`src/rtl/potx_pkg.sv`:
```
package potx_pkg;

  typedef enum logic [3:0] {
    OP_GANG_D2W = 4'b0001,
    OP_STEP     = 4'b0010,
    OP_GANG_W2D = 4'b1000,
    OP_RD_WIPER = 4'b1001,
    OP_WR_WIPER = 4'b1010,
    OP_RD_DREG  = 4'b1011,
    OP_WR_DREG  = 4'b1100,
    OP_D2W      = 4'b1101,
    OP_W2D      = 4'b1110
  } op_e;

  typedef struct packed {
    logic rd_wiper;
    logic rd_dreg;
    logic arm_wwr;
    logic arm_dwr;
    logic load_w;
    logic save_w;
    logic arm_step;
  } act_t;

endpackage

```
`src/rtl/potx_decode.sv`:
```
module potx_decode
  import potx_pkg::*;
#(
  parameter int CH = 2,
  parameter int PW = 2
) (
  input  logic [3:0]    op_i,
  input  logic [PW-1:0] pot_i,
  output act_t          act_o,
  output logic [CH-1:0] mask_o
);

  logic single_ok;
  logic gang_ok;

  always_comb begin
    single_ok = (int'(pot_i) < CH);
    gang_ok   = (pot_i == '0);
    act_o     = '0;
    mask_o    = '0;
    case (op_i)
      OP_RD_WIPER: if (single_ok) begin act_o.rd_wiper = 1'b1; mask_o = CH'(1) << pot_i; end
      OP_RD_DREG:  if (single_ok) begin act_o.rd_dreg  = 1'b1; mask_o = CH'(1) << pot_i; end
      OP_WR_WIPER: if (single_ok) begin act_o.arm_wwr  = 1'b1; mask_o = CH'(1) << pot_i; end
      OP_WR_DREG:  if (single_ok) begin act_o.arm_dwr  = 1'b1; mask_o = CH'(1) << pot_i; end
      OP_D2W:      if (single_ok) begin act_o.load_w   = 1'b1; mask_o = CH'(1) << pot_i; end
      OP_W2D:      if (single_ok) begin act_o.save_w   = 1'b1; mask_o = CH'(1) << pot_i; end
      OP_STEP:     if (single_ok) begin act_o.arm_step = 1'b1; mask_o = CH'(1) << pot_i; end
      OP_GANG_D2W: if (gang_ok)   begin act_o.load_w   = 1'b1; mask_o = '1; end
      OP_GANG_W2D: if (gang_ok)   begin act_o.save_w   = 1'b1; mask_o = '1; end
      default: ;
    endcase
  end

endmodule

```
`src/rtl/potx_chan.sv`:
```
module potx_chan #(
  parameter int W   = 8,
  parameter int NDR = 4,
  localparam int RW = (NDR > 1) ? $clog2(NDR) : 1
) (
  input  logic                    clk,
  input  logic                    rst_n,
  input  logic                    recall_i,
  input  logic                    wwr_i,
  input  logic [W-1:0]            wwr_val_i,
  input  logic                    load_i,
  input  logic [RW-1:0]           load_idx_i,
  input  logic                    step_up_i,
  input  logic                    step_dn_i,
  input  logic                    dr_we_i,
  input  logic [RW-1:0]           dr_idx_i,
  input  logic [W-1:0]            dr_val_i,
  output logic [W-1:0]            wiper_o,
  output logic [NDR-1:0][W-1:0]   dr_o
);

  logic [W-1:0] wiper_q;
  logic [W-1:0] wiper_d;
  logic         wiper_en;

  always_comb begin
    wiper_d  = wiper_q;
    wiper_en = recall_i | wwr_i | load_i | step_up_i | step_dn_i;
    if (recall_i)                               wiper_d = dr_o[0];
    else if (wwr_i)                             wiper_d = wwr_val_i;
    else if (load_i)                            wiper_d = dr_o[load_idx_i];
    else if (step_up_i && (wiper_q != '1))      wiper_d = wiper_q + 1'b1;
    else if (step_dn_i && (wiper_q != '0))      wiper_d = wiper_q - 1'b1;
  end

  always_ff @(posedge clk or negedge rst_n) begin
    if (!rst_n)        wiper_q <= '0;
    else if (wiper_en) wiper_q <= wiper_d;
  end

  assign wiper_o = wiper_q;

  for (genvar g = 0; g < NDR; g++) begin : g_cell
    logic [W-1:0] cell_q;
    logic         cell_we;
    assign cell_we = dr_we_i && (dr_idx_i == RW'(g));
    always_ff @(posedge clk) begin
      if (cell_we) cell_q <= dr_val_i;
    end
    assign dr_o[g] = cell_q;
  end

  AST_STEP_SAT_HI: assert property (@(posedge clk) disable iff (!rst_n)
    (step_up_i && !recall_i && !wwr_i && !load_i && (wiper_q == '1)) |=> (wiper_q == '1));
  AST_STEP_SAT_LO: assert property (@(posedge clk) disable iff (!rst_n)
    (step_dn_i && !recall_i && !wwr_i && !load_i && (wiper_q == '0)) |=> (wiper_q == '0));

endmodule

```
`src/rtl/potx_nv.sv`:
```
module potx_nv #(
  parameter int CH        = 2,
  parameter int W         = 8,
  parameter int RW        = 2,
  parameter int WRITE_CYC = 500000,
  localparam int CW       = $clog2(WRITE_CYC + 1)
) (
  input  logic                  clk,
  input  logic                  rst_n,
  input  logic                  start_i,
  input  logic                  stop_i,
  input  logic                  wp_n_i,
  input  logic                  stage_i,
  input  logic [CH-1:0]         stage_mask_i,
  input  logic [RW-1:0]         stage_idx_i,
  input  logic [CH-1:0][W-1:0]  stage_val_i,
  output logic                  prog_o,
  output logic                  commit_o,
  output logic [CH-1:0]         commit_mask_o,
  output logic [RW-1:0]         commit_idx_o,
  output logic [CH-1:0][W-1:0]  commit_val_o
);

  logic [CH-1:0]        pend_q, pend_d;
  logic [RW-1:0]        idx_q, idx_d;
  logic [CH-1:0][W-1:0] val_q, val_d;
  logic                 prog_q, prog_d;
  logic [CW-1:0]        cnt_q, cnt_d;
  logic                 done;

  always_comb begin
    pend_d = pend_q;
    idx_d  = idx_q;
    val_d  = val_q;
    prog_d = prog_q;
    cnt_d  = cnt_q;
    done   = prog_q && (cnt_q == '0);
    if (prog_q) begin
      if (done) begin
        prog_d = 1'b0;
        pend_d = '0;
      end else begin
        cnt_d = cnt_q - 1'b1;
      end
    end else if (!wp_n_i || start_i) begin
      pend_d = '0;
    end else if (stop_i) begin
      if (|pend_q) begin
        prog_d = 1'b1;
        cnt_d  = CW'(WRITE_CYC - 1);
      end
    end else if (stage_i) begin
      pend_d = stage_mask_i;
      idx_d  = stage_idx_i;
      val_d  = stage_val_i;
    end
  end

  always_ff @(posedge clk or negedge rst_n) begin
    if (!rst_n) begin
      pend_q <= '0;
      idx_q  <= '0;
      val_q  <= '0;
      prog_q <= 1'b0;
      cnt_q  <= '0;
    end else begin
      pend_q <= pend_d;
      idx_q  <= idx_d;
      val_q  <= val_d;
      prog_q <= prog_d;
      cnt_q  <= cnt_d;
    end
  end

  assign prog_o        = prog_q;
  assign commit_o      = done;
  assign commit_mask_o = pend_q;
  assign commit_idx_o  = idx_q;
  assign commit_val_o  = val_q;

  AST_CNT_STEP: assert property (@(posedge clk) disable iff (!rst_n)
    (prog_q && (cnt_q != '0)) |=> (prog_q && (cnt_q == $past(cnt_q) - 1'b1)));
  AST_PROG_FROM_STOP: assert property (@(posedge clk) disable iff (!rst_n)
    $rose(prog_q) |-> $past(stop_i && wp_n_i && !start_i));
  AST_WP_DROPS_PEND: assert property (@(posedge clk) disable iff (!rst_n)
    (!wp_n_i && !prog_q) |=> (!prog_q && (pend_q == '0)));
  AST_PROG_HOLDS: assert property (@(posedge clk) disable iff (!rst_n)
    (prog_q && (cnt_q != '0)) |=> prog_q);

endmodule

```
`src/rtl/potx_exec.sv`:
```
module potx_exec
  import potx_pkg::*;
#(
  parameter int CH        = 2,
  parameter int W         = 8,
  parameter int NDR       = 4,
  parameter int PW        = 2,
  parameter int WRITE_CYC = 500000,
  localparam int RW       = (NDR > 1) ? $clog2(NDR) : 1,
  localparam int CIW      = (CH > 1) ? $clog2(CH) : 1
) (
  input  logic                 clk,
  input  logic                 rst_n,
  input  logic                 wp_n,
  input  logic                 bus_start,
  input  logic                 bus_stop,
  input  logic                 cmd_valid,
  input  logic [3:0]           cmd_op,
  input  logic [RW-1:0]        cmd_reg,
  input  logic [PW-1:0]        cmd_pot,
  input  logic                 data_valid,
  input  logic [W-1:0]         data_byte,
  input  logic                 step_valid,
  input  logic                 step_up,
  output logic                 busy,
  output logic [W-1:0]         rd_data,
  output logic [CH-1:0][W-1:0] wiper
);

  act_t                      dec_act;
  logic [CH-1:0]             dec_mask;
  logic [CIW-1:0]            pot_idx;

  logic                      recall_q;
  logic                      prog;
  logic                      accept;
  logic                      cmd_go, data_go, step_go, edge_ev;

  logic                      arm_wwr_q, arm_wwr_d;
  logic                      arm_dwr_q, arm_dwr_d;
  logic                      arm_step_q, arm_step_d;
  logic [CH-1:0]             arm_mask_q, arm_mask_d;
  logic [RW-1:0]             arm_idx_q, arm_idx_d;

  logic [W-1:0]              rd_q, rd_d;
  logic                      rd_en;

  logic                      stage;
  logic [CH-1:0]             stage_mask;
  logic [RW-1:0]             stage_idx;
  logic [CH-1:0][W-1:0]      stage_val;

  logic                      commit;
  logic [CH-1:0]             commit_mask;
  logic [RW-1:0]             commit_idx;
  logic [CH-1:0][W-1:0]      commit_val;

  logic [CH-1:0][W-1:0]      wip;
  logic [CH-1:0][NDR-1:0][W-1:0] drs;

  potx_decode #(.CH(CH), .PW(PW)) u_dec (
    .op_i   (cmd_op),
    .pot_i  (cmd_pot),
    .act_o  (dec_act),
    .mask_o (dec_mask)
  );

  assign pot_idx = cmd_pot[CIW-1:0];
  assign accept  = !recall_q && !prog;
  assign edge_ev = bus_start || bus_stop;
  assign cmd_go  = cmd_valid && accept && !edge_ev;
  assign data_go = data_valid && accept && !edge_ev;
  assign step_go = step_valid && accept && !edge_ev && arm_step_q;

  always_ff @(posedge clk or negedge rst_n) begin
    if (!rst_n) recall_q <= 1'b1;
    else        recall_q <= 1'b0;
  end

  always_comb begin
    arm_wwr_d  = arm_wwr_q;
    arm_dwr_d  = arm_dwr_q;
    arm_step_d = arm_step_q;
    arm_mask_d = arm_mask_q;
    arm_idx_d  = arm_idx_q;
    if (edge_ev) begin
      arm_wwr_d  = 1'b0;
      arm_dwr_d  = 1'b0;
      arm_step_d = 1'b0;
    end else if (cmd_go) begin
      arm_wwr_d  = dec_act.arm_wwr;
      arm_dwr_d  = dec_act.arm_dwr;
      arm_step_d = dec_act.arm_step;
      arm_mask_d = dec_mask;
      arm_idx_d  = cmd_reg;
    end else if (data_go) begin
      arm_wwr_d  = 1'b0;
      arm_dwr_d  = 1'b0;
    end
  end

  always_ff @(posedge clk or negedge rst_n) begin
    if (!rst_n) begin
      arm_wwr_q  <= 1'b0;
      arm_dwr_q  <= 1'b0;
      arm_step_q <= 1'b0;
      arm_mask_q <= '0;
      arm_idx_q  <= '0;
    end else begin
      arm_wwr_q  <= arm_wwr_d;
      arm_dwr_q  <= arm_dwr_d;
      arm_step_q <= arm_step_d;
      arm_mask_q <= arm_mask_d;
      arm_idx_q  <= arm_idx_d;
    end
  end

  always_comb begin
    rd_en = cmd_go && (dec_act.rd_wiper || dec_act.rd_dreg);
    rd_d  = rd_q;
    if (dec_act.rd_wiper)     rd_d = wip[pot_idx];
    else if (dec_act.rd_dreg) rd_d = drs[pot_idx][cmd_reg];
  end

  always_ff @(posedge clk or negedge rst_n) begin
    if (!rst_n)     rd_q <= '0;
    else if (rd_en) rd_q <= rd_d;
  end

  always_comb begin
    stage      = (cmd_go && dec_act.save_w) || (data_go && arm_dwr_q);
    stage_mask = cmd_go ? dec_mask : arm_mask_q;
    stage_idx  = cmd_go ? cmd_reg : arm_idx_q;
    for (int c = 0; c < CH; c++) begin
      stage_val[c] = cmd_go ? wip[c] : data_byte;
    end
  end

  potx_nv #(.CH(CH), .W(W), .RW(RW), .WRITE_CYC(WRITE_CYC)) u_nv (
    .clk           (clk),
    .rst_n         (rst_n),
    .start_i       (bus_start),
    .stop_i        (bus_stop),
    .wp_n_i        (wp_n),
    .stage_i       (stage),
    .stage_mask_i  (stage_mask),
    .stage_idx_i   (stage_idx),
    .stage_val_i   (stage_val),
    .prog_o        (prog),
    .commit_o      (commit),
    .commit_mask_o (commit_mask),
    .commit_idx_o  (commit_idx),
    .commit_val_o  (commit_val)
  );

  for (genvar c = 0; c < CH; c++) begin : g_ch
    potx_chan #(.W(W), .NDR(NDR)) u_chan (
      .clk        (clk),
      .rst_n      (rst_n),
      .recall_i   (recall_q),
      .wwr_i      (data_go && arm_wwr_q && arm_mask_q[c]),
      .wwr_val_i  (data_byte),
      .load_i     (cmd_go && dec_act.load_w && dec_mask[c]),
      .load_idx_i (cmd_reg),
      .step_up_i  (step_go && step_up && arm_mask_q[c]),
      .step_dn_i  (step_go && !step_up && arm_mask_q[c]),
      .dr_we_i    (commit && commit_mask[c]),
      .dr_idx_i   (commit_idx),
      .dr_val_i   (commit_val[c]),
      .wiper_o    (wip[c]),
      .dr_o       (drs[c])
    );

    AST_RECALL_DR0: assert property (@(posedge clk) disable iff (!rst_n)
      recall_q |=> (wip[c] == $past(drs[c][0])));
  end

  assign busy    = recall_q || prog;
  assign rd_data = rd_q;
  assign wiper   = wip;

  AST_PROG_FREEZES_WIPER: assert property (@(posedge clk) disable iff (!rst_n)
    prog |=> $stable(wip));
  AST_RD_HOLDS: assert property (@(posedge clk) disable iff (!rst_n)
    !cmd_valid |=> $stable(rd_q));

endmodule

```
`config.mk`:
```
export PLATFORM = sky130hd
export DESIGN_NAME = potx_exec
export DESIGN_NICKNAME = d
export VERILOG_FILES = /design/src/rtl/potx_pkg.sv /design/src/rtl/potx_decode.sv /design/src/rtl/potx_chan.sv /design/src/rtl/potx_nv.sv /design/src/rtl/potx_exec.sv
export SDC_FILE = /design/constraint.sdc
export NUM_CORES = 1
export LEC_CHECK = 0
export BUFFER_PORTS_ARGS = -buffer_cell sky130_fd_sc_hd__buf_2
export CAP_MARGIN = 10
export CORE_MARGIN = 1.5
export CORE_UTILIZATION = 45
export CTS_BUF_LIST = sky130_fd_sc_hd__clkbuf_2
export CTS_CLUSTER_DIAMETER = 50
export CTS_CLUSTER_SIZE = 16
export DETAILED_ROUTE_END_ITERATION = 8
export PLACE_DENSITY = 0.71
export SETUP_SLACK_MARGIN = 0.05
export SLEW_MARGIN = 25
export SYNTH_ARGS = -nofsm -noshare
export SYNTH_HDL_FRONTEND = slang
export SYNTH_SLANG_ARGS = --single-unit
```
`constraint.sdc`:
```
create_clock -name clk -period 3.9 [get_ports clk]
set_input_delay 0 -clock clk [delete_from_list [all_inputs] [get_ports clk]]
set_output_delay 0 -clock clk [all_outputs]
set_load 0.02 [all_outputs]
```
==> flow_summary.rst, run 1 <==
.. list-table::
   :header-rows: 1

   * - Metric
     - Value
   * - Result of the run
     - finished clean
   * - Max-slew violations
     - 0
   * - Synthesized instance count
     - about 570
   * - Number of H-tree levels
     - 4
   * - Number of synthesized register bits
     - 136
   * - Area leader, netlist
     - sky130_fd_sc_hd__edfxtp_1
   * - Count of unresolved DRC violations after routing
     - 0
   * - Number of failing setup endpoints in the final timing report
     - 0
   * - HPWL after DPL
     - ~12000 µm
   * - Endpoint kind of the worst setup timing path
     - register
   * - Slew at the pin closest to its max-slew limit
     - between 1000 and 1500 ps
   * - Slew Limit Headroom
     - between 20% and 30%
   * - Number of global-route vias before repair
     - between 5000 and 6000
   * - Total number of vias
     - approximately 5300
   * - Count of max-cap constraint violations
     - 0
   * - Initial antenna violation count
     - 1
   * - Number of buffers created by CTS
     - 17
   * - Final #Nets
     - 700
   * - Aggregate global-route resource usage
     - ~22%
   * - Min Tclk post-route
     - between 3000 and 4000 ps
   * - Number of nets with antenna violations after routing
     - 0
   * - Worst slack at placement
     - approximately 580 ps
   * - Height of the chip
     - ~130 µm
   * - Data arrival time of the worst path
     - just under 4000 ps
   * - Global-route wire length before repair
     - ~28000 µm
   * - Maximum fanout along the worst path
     - 9
   * - Worst path required time
     - around 4500 ps
   * - Most numerous cell types in the synthesized netlist
     - sky130_fd_sc_hd__dfrtp_1 (71), sky130_fd_sc_hd__edfxtp_1 (64), sky130_fd_sc_hd__nand2_1 (51), sky130_fd_sc_hd__nor2_1 (39), sky130_fd_sc_hd__o21ai_0 (30)
   * - Final Wtd Congestion
     - 0.9304
   * - Share of the cycle needed by the critical path after routing
     - around 88%
   * - Sequential cell area fraction in the yosys report
     - a little over half
   * - Syn Std Cell Area
     - about 7000 µm²
   * - Count of boundary I/O pins
     - 50
   * - P&R area growth vs syn
     - 14.29%
   * - Clock tree from TritonCTS
     - built
   * - First-pass DRT Iterations
     - 5
   * - Total power divided by cell area
     - approximately 350 nW/µm²
   * - Final wirelength
     - 17320 µm
   * - Number of placement rows
     - 45
   * - Count of input and output buffers
     - just under 50
   * - Largest net degree at the start of global routing
     - between 40 and 50
   * - Async S/R FF share, synth
     - around 53%
   * - Average vias per placed instance
     - a little over 6
   * - Syn. warnings
     - 0
   * - Fraction of layout instances using a drive strength above 1
     - about 22%
   * - Floorplan Core Area
     - around 15000 µm²
   * - Sinks on the clock net
     - 136
   * - Overflow left after global routing
     - 0
   * - Leading register cell type out of synthesis
     - sky130_fd_sc_hd__dfrtp_1
   * - Wirelength per Cell
     - 20.12 µm
   * - Category of the critical setup timing path
     - reg -> reg
   * - Synthesized area divided by synthesized cell count
     - 12.14 µm²
   * - Summed area of non-filler cells in the final layout
     - 7966 µm²
   * - Main area contributors after synthesis
     - sky130_fd_sc_hd__edfxtp_1 (28%), sky130_fd_sc_hd__dfrtp_1 (25%), sky130_fd_sc_hd__mux4_2 (7.8%)
   * - Most frequent cell after synthesis
     - sky130_fd_sc_hd__dfrtp_1
   * - Highest Clock Rate
     - 292.0 MHz
   * - Lkg Pwr
     - around 3.1 nW
   * - Skew final
     - between 40 and 50 ps
   * - Clock edge transition at the registers on the reported setup and hold paths
     - between 200 and 250 ps
   * - IR Drop Worst-Case VDD
     - approximately 0.00017 V
   * - Initial cell density of the core
     - 46.02%
   * - Startpoint types
     - register
   * - TNS Setup
     - 0 ps
   * - Full die area
     - 16250 µm²
   * - Cell at the root of the clock tree
     - sky130_fd_sc_hd__clkbuf_2
   * - Width of the die
     - roughly 130 µm
   * - Detailed router's first-iteration violation count
     - approximately 530
   * - Smallest setup slack after layout
     - between 400 and 500 ps
   * - Endpoints failing hold
     - 0
   * - RSZ-0062 raised after global routing
     - false
   * - Number of resized instances in the post-cts repair step
     - 0
   * - Area post-placement
     - around 7400 µm²
   * - Number of synthesized flops with an enable pin
     - 64
   * - Deepest clock path buffer count
     - 2
   * - Clock Latency Late Sink
     - 680 ps
   * - Type of the tightest min-delay check
     - in -> reg
   * - Syn_nets
     - just over 600
   * - Area share of the leading cell type in the synthesized netlist
     - roughly 28%
   * - Netlist cell types
     - between 60 and 70
-- final timing paths --
| path | from | end | slack, ps | cells after the start |
|---|---|---|---|---|
| min reg2reg | u_nv.cnt_q[10] | u_nv.cnt_q[10] | 520 | 1 |
| min | cmd_reg[0] | arm_idx_q[0] | 20 | 2 |
| max reg2reg | u_nv.prog_o | g_ch[1].u_chan.wiper_o[7] | 470 | 12 |
| max | u_nv.prog_o | g_ch[1].u_chan.wiper_o[7] | 470 | 12 |
| min in group asynchronous | rst_n | u_nv.cnt_q[10] | 360 | 4 |
| max in group asynchronous | rst_n | g_ch[0].u_chan.wiper_o[2] | 3000 | 4 |
-- cells by family after synthesis --
| kind of cell | synth area share [%] |
|---|---|
| XOR/XNOR | 2.890 |
| adder cells (fa/ha/maj) | 3.087 |
| flip-flops | 53.44 |
| other | 0.05380 |
| AND/OR/NAND/NOR | 13.39 |
| AO/OA/AOI/OAI | 11.17 |
| buffers and inverters | 2.280 |
| multiplexers | 13.70 |
-- cells in the final DEF, fill, tap and decap left out, drive strengths merged, types with 3 or more instances in the layout --
master       Yosys  layout
mux4            24      24
nor3b            3       3
mux2            19      19
nand4           10      10
or4              4       4
a221o            3       3
buf              8      61
xor2            13      13
nor2            39      39
dfrtp           71      71
ha              14      14
clkinvlp         0       3
a22o             4       4
mux2i           20      20
nand2b           7       7
o22ai            4       4
a41oi            3       3
a21o             5       5
a21oi           19      19
edfxtp          64      64
o21ai           30      30
clkinv           0       7
or3              7       7
nand2           51      51
dlygate4sd3      0      32
nand3           18      18
a31oi            7       7
nor3            19      19
xnor2           10      10
nor4            11      11
inv             12      13
a22oi            9       9
clkbuf          19      20
a211oi           4       4
o211ai           5       5
o21bai           4       4
-- stage by stage --
stage,hold slack [ps],power [mW],cells,util [%]
after detailed placement,137.7,2.053,795,48.99
final,21.56,2.788,861,52.60
after CTS,0.6822,2.797,860,52.58
after global routing,10.79,2.917,861,52.60
after floorplan,-295.6,1.898,574,-
after global placement,125.3,2.033,795,48.99
-- flip-flops by register name, summed over array words and instances (netlist names) --
name / count
arm_wwr_q: 1
arm_step_q: 1
u_nv.commit_mask_o: 2
u_nv.commit_val_o: 16
arm_idx_q: 2
u_nv.prog_o: 1
g_ch.u_chan.wiper_o: 16
rd_data: 8
arm_dwr_q: 1
u_nv.cnt_q: 19
g_ch.u_chan.g_cell.cell_q: 64
arm_mask_q: 2
recall_q: 1
u_nv.commit_idx_o: 2
-- layout make-up --
cell class	instances	area (µm²)
antenna	1	2.502
clock buffer	20	100.1
clock inverter	12	103.9
fill	1255	7179
inverter	12	45.04
multi-input combinational	399	3087
sequential	136	3725
tap	188	235.2
timing repair buffer	93	668.1
-- worst max-delay path, stage by stage, from the launching register on --
cell and delay (ps):
sky130_fd_sc_hd__dfrtp_1 560, sky130_fd_sc_hd__nor4_2 280, sky130_fd_sc_hd__buf_4 180, sky130_fd_sc_hd__nand4_1 250, sky130_fd_sc_hd__nor2_1 230, sky130_fd_sc_hd__inv_1 170
sky130_fd_sc_hd__ha_1 420, sky130_fd_sc_hd__nand3_1 130, sky130_fd_sc_hd__o2111ai_1 280, sky130_fd_sc_hd__a211oi_1 140, sky130_fd_sc_hd__a31oi_1 230, sky130_fd_sc_hd__xnor2_1 100
sky130_fd_sc_hd__a221o_1 330
-- where the power goes --
group	switching [mW]	internal [mW]
combinational	0.245	0.198
sequential	0.0754	1.54
clock	0.499	0.234
-- per-layer routing --
layer	share of wire, %	up-vias	wire length, µm	GRT usage, %
met5	0	-	0	0
met4	3.4	0	595	8.824
met3	6.6	48	1144	3.601
met2	48	241	8396	36.47
met1	41	2594	7184	29.72
li1	-	2373	-	-
-- timing repair --
action / 4_1_cts / 5_1_grt
hold buffers: 33 / 0
endpoints found under the hold margin: 90 / 0
buffers inserted: 0 / 0
No activity file was read; power rests on OpenSTA's default activity.
==> run 2: changes to the inputs <==
- RECOVER_POWER: unset -> 25
- clock period: 3.9 -> 3.4 ns (I/O delays scaled with it)
==> flow_summary.rst, run 2 (synthesis gave the netlist of run 1 again) <==
.. list-table::
   :header-rows: 1

   * - Metric
     - Value
   * - First-pass DRT Iterations
     - 5 (unchanged)
   * - Height of the chip
     - 127.5 µm (unchanged)
   * - Post-CTS Setup Bufs
     - 0 (unchanged)
   * - Startpoint types
     - register
   * - Slowest CP cell
     - sky130_fd_sc_hd__dlygate4sd3_1
   * - Highest Clock Rate
     - 307.4 MHz (+5.3%)
   * - Fraction of layout instances using a drive strength above 1
     - 23.07% (+1.0 points)
   * - Lkg Pwr
     - 3.155 nW (+2.4%)
   * - Fill cells
     - 1271 (+1.3%)
   * - Average vias per placed instance
     - 6.124 (+0.31%)
   * - Total number of vias
     - 5346 (+1.7%)
   * - Final Wtd Congestion
     - 0.8724 (-6.2%)
   * - Combinational group share of total power
     - 15.9% (about the same)
   * - Overflow left after global routing
     - 0 (unchanged)
   * - Cell at the root of the clock tree
     - sky130_fd_sc_hd__clkbuf_2
   * - Category of the critical setup timing path
     - reg -> reg
   * - Width of the die
     - 127.5 µm (unchanged)
   * - Clock edge transition at the registers on the reported setup and hold paths
     - 200 ps (-20 ps)
   * - Top Family by Delay on Critical Path
     - buffers and inverters
   * - Sinks on the clock net
     - 136 (unchanged)
   * - Share of the cycle needed by the critical path after routing
     - 95.69% (+7.9 points)
   * - Detailed router's first-iteration violation count
     - 730 (+39%)
   * - Count of boundary I/O pins
     - 50 (unchanged)
   * - Total area of sequential cells
     - 3725 µm² (unchanged)
   * - Aggregate global-route resource usage
     - 23.00% (+0.78 points)
   * - Endpoints failing hold
     - 0 (unchanged)
   * - Clock Latency Late Sink
     - 710 ps (+30 ps)
   * - Count of input and output buffers
     - 49 (unchanged)
   * - Slew at the pin closest to its max-slew limit
     - 1763 ps (+718.1 ps)
   * - Maximum fanout along the worst path
     - 8 (-1)
   * - Final wirelength
     - 18140 µm (+4.7%)
   * - Max-slew violations
     - 31 (+31)
   * - Critical R2R Launch
     - u_nv.prog_o
   * - Smallest setup slack after layout
     - 146.7 ps (-328.1 ps)
   * - Buf+Inv Stages, Crit Path
     - 3 (+1)
   * - Utilization after layout
     - 53.58% (+0.98 points)
   * - Largest stage delay on the critical path
     - 570 ps (about the same)
   * - Violated checks
     - capacitance limit, slew limit
   * - Endpoint kind of the worst setup timing path
     - register
   * - Count of max-cap constraint violations
     - 1 (+1)
   * - First element of the critical path
     - u_nv.prog_o
   * - Count of unresolved DRC violations after routing
     - 0 (unchanged)
   * - Switching share of power
     - 28.71% (-0.68 points)
   * - HPWL after DPL
     - 12450 µm (+0.19%)
   * - Worst path cell trace
     - nor4_2 > buf_4 > nand4_1 > nor2_2 > inv_2 > ha_1 > a21oi_2 > o21bai_1 > xnor2_1 > nand2_1 > o211ai_1 > a21oi_1 > dlygate4sd3_1
   * - Type of the tightest min-delay check
     - in -> reg
   * - Initial cell density of the core
     - 46.02% (unchanged)
   * - Worst path required time
     - 4010 ps (-450 ps)
   * - IR Drop Worst-Case VDD
     - 0.0001913 V (+14%)
   * - Register bank with the most flops
     - g_ch.u_chan.g_cell.cell_q
   * - P&R area growth vs syn
     - 16.42%
   * - Deepest clock path buffer count
     - 2 (unchanged)
   * - Number of buffers created by CTS
     - 17 (unchanged)
   * - Result of the run
     - complete, but fails checks
   * - Most used cells in the layout excluding fill and tap cells
     - sky130_fd_sc_hd__dfrtp_1 (71), sky130_fd_sc_hd__edfxtp_1 (64), sky130_fd_sc_hd__nand2_1 (51), sky130_fd_sc_hd__buf_2 (48), sky130_fd_sc_hd__nor2_1 (38)
   * - Total Power Consumption
     - 3.383 mW (+21%)
   * - Final non-filler cell total
     - 873 (+1.4%)
   * - Switching pwr
     - 0.9712 mW (+19%)
   * - Total power divided by cell area
     - 416.8 nW/µm² (+19%)
   * - Worst hold start
     - data_byte[7]
   * - Data arrival time of the worst path
     - 3860 ps (-120 ps)
   * - Commonest non-fill, non-tap cell in the layout
     - sky130_fd_sc_hd__dfrtp_1
   * - Number of H-tree levels
     - 4 (unchanged)
   * - Skew final
     - 30.21 ps (-13.81 ps)
   * - Leading registers by flop count
     - g_ch.u_chan.g_cell.cell_q: 64 flops, u_nv.cnt_q: 19 flops
   * - Number of global-route vias before repair
     - 5120 (+0.16%)
   * - Sequential group share of total power
     - 54.3% (-3.5 points)
   * - Initial antenna violation count
     - 0 (-1)
   * - Slew Limit Headroom
     - -17.55% (-47 points)
   * - Final #Nets
     - 713 (+1.9%)
   * - Clock power share
     - 29.8% (+3.5 points)
   * - P_int
     - 2.412 mW (+22%)
   * - Min Tclk post-route
     - 3253 ps (-171.9 ps)
   * - Wirelength per Cell
     - 20.78 µm (+3.3%)
   * - Max FFs per register
     - 64 (unchanged)
   * - Largest net degree at the start of global routing
     - 35 (-17%)
   * - Number of failing setup endpoints in the final timing report
     - 0 (unchanged)
   * - Diode insertion count for antenna repair
     - 0 (-1)
   * - Clock tree from TritonCTS
     - built
   * - Worst slack at placement
     - 313.9 ps (-266.9 ps)
   * - Area occupied by multi-input gates
     - 3103 µm² (+0.53%)
   * - Number of nets with antenna violations after routing
     - 0 (unchanged)
   * - Floorplan Core Area
     - 15150 µm² (unchanged)
   * - Number of placed instances with taps included
     - 803 (+1.0%)
   * - Full die area
     - 16250 µm² (unchanged)
   * - TNS Setup
     - 0 ps (unchanged)
   * - Global-route wire length before repair
     - 28160 µm (+2.2%)
   * - Number of placement rows
     - 45 (unchanged)
## run 2: stage by stage
stage	hold WS (ps)	instance area, µm²
2_1_floorplan	-295.6	6970
3_3_place_gp	121.9	7480
3_5_place_dp	139.7	7480
4_1_cts	4.850	8110
5_1_grt	158.3	8115
6_report	226.1	8115
## run 2: worst paths after layout
| path | end | slack [ps] | cells after the start |
|---|---|---|---|
| max in group asynchronous | g_ch[1].u_chan.wiper_o[7] | 1170 | 4 |
| setup reg to reg | g_ch[1].u_chan.wiper_o[3] | 150 | 13 |
| setup / recovery | g_ch[1].u_chan.wiper_o[3] | 150 | 13 |
| min in group asynchronous | recall_q | 550 | 3 |
| hold / removal | g_ch[1].u_chan.wiper_o[7] | 230 | 5 |
| hold reg to reg | u_nv.cnt_q[10] | 520 | 1 |
## run 2: power by group through the flow
| stage | registers (mW) | logic, mW | clock network, mW |
|---|---|---|---|
| after CTS | 1.83 | 0.524 | 1.03 |
| after floorplan | 1.88 | 0.293 | 0 |
| final | 1.84 | 0.537 | 1.01 |
| after global placement | 1.86 | 0.477 | 0 |
| after detailed placement | 1.87 | 0.491 | 0 |
| after global routing | 1.84 | 0.585 | 1.09 |
## run 2: layout make-up
type / instances / share of cell area [%]
clock buffers: 19 / 1.172
clock inverters: 13 / 1.912
inverters: 12 / 0.5550
multi-input cells: 399 / 38.24
flip-flops and latches: 136 / 45.90
well taps: 188 / 2.899
repair buffers: 106 / 9.328
## run 2: timing repair
item	in CTS	in global routing
resized for setup	0	5
hold buffers	37	1
hold endpoints to repair	139	1
setup endpoints to repair	0	2
## run 2: worst min-delay path, stage by stage
cell and delay, ps:
sky130_fd_sc_hd__dlygate4sd3_1 520, sky130_fd_sc_hd__buf_2 160, sky130_fd_sc_hd__nand2_1 60, sky130_fd_sc_hd__nand2_1 50
sky130_fd_sc_hd__a221o_1 90
## run 2: per-layer routing
metal / up-vias / global-route usage, % / part of all wire, %
met4: 0 / 12.37 / 4.9
met3: 59 / 4.481 / 6.4
met2: 267 / 37.65 / 48
li1: 2394 / - / -
met1: 2626 / 29.01 / 41
met5: - / 0 / 0
==> run 3: changes to the inputs <==
- CORE_ASPECT_RATIO: unset -> 0.6
==> flow_summary.rst, run 3 (synthesis gave the netlist of run 1 again) <==
.. list-table::
   :header-rows: 1

   * - Metric
     - Value
   * - Count of max-cap constraint violations
     - 1 (unchanged)
   * - Detailed router's first-iteration violation count
     - 827 (+13%)
   * - Count of unresolved DRC violations after routing
     - 0 (unchanged)
   * - Result of the run
     - complete, but fails checks
   * - Initial antenna violation count
     - 1 (+1)
   * - Floorplan Core Area
     - 14800 µm² (-2.3%)
   * - Startpoint types
     - register
   * - Violated checks
     - capacitance limit, slew limit
   * - Lkg Pwr
     - 3.171 nW (+0.52%)
   * - Commonest non-fill, non-tap cell in the layout
     - sky130_fd_sc_hd__dfrtp_1
   * - Number of placement rows
     - 34 (-24%)
   * - Utilization after layout
     - 54.97% (+1.4 points)
   * - Number of global-route vias before repair
     - 5134 (+0.27%)
   * - IR Drop Worst-Case VDD
     - 0.0002368 V (+24%)
   * - Number of buffers created by CTS
     - 17 (unchanged)
   * - Data arrival time of the worst path
     - 3820 ps (-40 ps)
   * - Clock Latency Late Sink
     - 690 ps (-20 ps)
   * - Final #Nets
     - 708 (-0.70%)
   * - Final non-filler cell total
     - 878 (+0.57%)
   * - P_int
     - 2.429 mW (+0.73%)
   * - Average vias per placed instance
     - 6.231 (+1.8%)
   * - Total power divided by cell area
     - 425.7 nW/µm² (+2.1%)
   * - Most used cells in the layout excluding fill and tap cells
     - sky130_fd_sc_hd__dfrtp_1 (71), sky130_fd_sc_hd__edfxtp_1 (64), sky130_fd_sc_hd__nand2_1 (51), sky130_fd_sc_hd__buf_2 (48), sky130_fd_sc_hd__nor2_1 (38)
   * - Width of the die
     - 163.7 µm (+28%)
   * - Worst path required time
     - 3970 ps (-40 ps)
   * - Total number of vias
     - 5471 (+2.3%)
   * - Clock edge transition at the registers on the reported setup and hold paths
     - 210 ps (about the same)
   * - Area post-placement
     - 7480 µm² (unchanged)
   * - Summed area of non-filler cells in the final layout
     - 8138 µm² (+0.28%)
   * - Highest Clock Rate
     - 308.0 MHz (+0.19%)
   * - Number of placed instances with taps included
     - 811 (+1.0%)
   * - Overflow left after global routing
     - 0 (unchanged)
   * - Height of the chip
     - 99.41 µm (-22%)
   * - Slew at the pin closest to its max-slew limit
     - 1689 ps (-74.34 ps)
   * - Number of H-tree levels
     - 4 (unchanged)
   * - Wirelength per Cell
     - 21.70 µm (+4.4%)
   * - Max FFs per register
     - 64 (unchanged)
   * - Endpoints failing hold
     - 0 (unchanged)
   * - First-pass DRT Iterations
     - 6 (+1)
   * - Skew final
     - 36.90 ps (+6.696 ps)
   * - Cell at the root of the clock tree
     - sky130_fd_sc_hd__clkbuf_2
   * - Final Wtd Congestion
     - 0.8671 (-0.61%)
   * - Aggregate global-route resource usage
     - 24.48% (+1.5 points)
   * - Count of boundary I/O pins
     - 50 (unchanged)
   * - Maximum fanout along the worst path
     - 7 (-1)
   * - Count of input and output buffers
     - 49 (unchanged)
   * - Full die area
     - 16270 µm² (+0.15%)
   * - Number of nets with antenna violations after routing
     - 0 (unchanged)
   * - Clock power share
     - 30.9% (+1.1 points)
   * - TNS Setup
     - 0 ps (unchanged)
   * - Clock tree from TritonCTS
     - built
   * - Min Tclk post-route
     - 3247 ps (-6.112 ps)
   * - Total Power Consumption
     - 3.464 mW (+2.4%)
   * - Largest net degree at the start of global routing
     - 51 (+46%)
   * - Slew Limit Headroom
     - -12.60% (+5.0 points)
   * - Number of failing setup endpoints in the final timing report
     - 0 (unchanged)
   * - Share of the cycle needed by the critical path after routing
     - 95.51% (-0.18 points)
   * - Type of the tightest min-delay check
     - in -> reg
   * - Switching pwr
     - 1.035 mW (+6.6%)
   * - Fraction of layout instances using a drive strength above 1
     - 23.38% (+0.32 points)
   * - Final wirelength
     - 19060 µm (+5.0%)
   * - Endpoint kind of the worst setup timing path
     - register
   * - Diode insertion count for antenna repair
     - 0 (unchanged)
   * - HPWL after DPL
     - 13380 µm (+7.5%)
   * - Deepest clock path buffer count
     - 2 (unchanged)
   * - Combinational group share of total power
     - 15.8% (about the same)
   * - Leading registers by flop count
     - g_ch.u_chan.g_cell.cell_q: 64 flops, u_nv.cnt_q: 19 flops
   * - Max-slew violations
     - 23 (-26%)
   * - Sinks on the clock net
     - 136 (unchanged)
   * - RSZ-0062 raised after global routing
     - false
   * - Global-route wire length before repair
     - 29530 µm (+4.9%)
   * - P&R area growth vs syn
     - 16.75%
   * - Category of the critical setup timing path
     - reg -> reg
   * - Sequential group share of total power
     - 53.3% (-1.0 points)
   * - Register bank with the most flops
     - g_ch.u_chan.g_cell.cell_q
   * - Switching share of power
     - 29.88% (+1.2 points)
   * - Initial cell density of the core
     - 47.08% (+1.1 points)
[run 3: changes by cell type in the layout (fill, tap and decap cells not counted), sizes merged]
cell / change
clkinv: -3
clkbuf: -2
dlygate4sd3: -4
buf: +1
inv: +6
clkinvlp: -3
[run 3: stage by stage]
| step | hold WS, ps | setup slack (ps) |
|---|---|---|
| floorplan | -295.6 | 388.2 |
| global placement | 203.0 | 493.7 |
| detailed placement | 219.1 | 467.0 |
| CTS | 65.50 | 155.1 |
| global route | 75.98 | 62.62 |
| finish | 108.3 | 152.8 |
[run 3: path summary, 6_finish.rpt]
| path | from | endpoint | slack [ps] | cells after the start |
|---|---|---|---|---|
| max | u_nv.prog_o | g_ch[1].u_chan.wiper_o[3] | 150 | 12 |
| min | cmd_pot[0] | rd_data[7] | 110 | 3 |
| max reg2reg | u_nv.prog_o | g_ch[1].u_chan.wiper_o[3] | 150 | 12 |
| min reg2reg | u_nv.commit_val_o[14] | g_ch[1].u_chan.g_cell[2].cell_q[6] | 530 | 0 |
| max in group asynchronous | rst_n | rd_data[6] | 1620 | 3 |
| min in group asynchronous | rst_n | u_nv.prog_o | 810 | 3 |
[run 3: final cells by class]
class	instances	area (µm²)
inverter	12	45.04
fill	1249	6666
timing repair buffer	101	737.0
multi-input combinational	399	3122
clock inverter	13	166.4
sequential	136	3725
tap	198	247.7
clock buffer	19	95.09
[run 3: metal layers]
layer | wire length, µm | part of all wire (%) | global-route usage (%) | up-vias
li1 | - | - | - | 2389
met1 | 8591 | 45 | 38.12 | 2681
met2 | 7879 | 41 | 32.85 | 371
met3 | 2333 | 12 | 7.298 | 28
met4 | 238 | 1.2 | 6.364 | 2
met5 | 13 | 0.068 | 0 | -
[run 3: worst max-delay path, cell delays in order (launching register included)]
cell and delay, ps:
sky130_fd_sc_hd__dfrtp_1 460, sky130_fd_sc_hd__nor4_4 310, sky130_fd_sc_hd__nand4_1 260, sky130_fd_sc_hd__nor2_2 220
sky130_fd_sc_hd__inv_2 120, sky130_fd_sc_hd__ha_1 300, sky130_fd_sc_hd__a21oi_2 170, sky130_fd_sc_hd__o21bai_1 100
sky130_fd_sc_hd__xnor2_1 190, sky130_fd_sc_hd__nand2_1 100, sky130_fd_sc_hd__o211ai_1 240, sky130_fd_sc_hd__a21oi_1 100
sky130_fd_sc_hd__dlygate4sd3_1 570
[run 3: what timing repair did]
action                                 in CTS  in global routing
resized for setup                           0                  6
endpoints found under the hold margin     134                  0
buffers inserted                            0                  1
setup endpoints to repair                   0                  2
hold buffers                               34                  0
[run 3: power groups by stage]
stage,sequential (mW),clock [mW],combinational (mW)
after floorplan,1.88,0,0.293
after global placement,1.87,0,0.480
after detailed placement,1.87,0,0.496
after CTS,1.84,1.07,0.528
after global routing,1.85,1.15,0.594
final,1.85,1.07,0.547
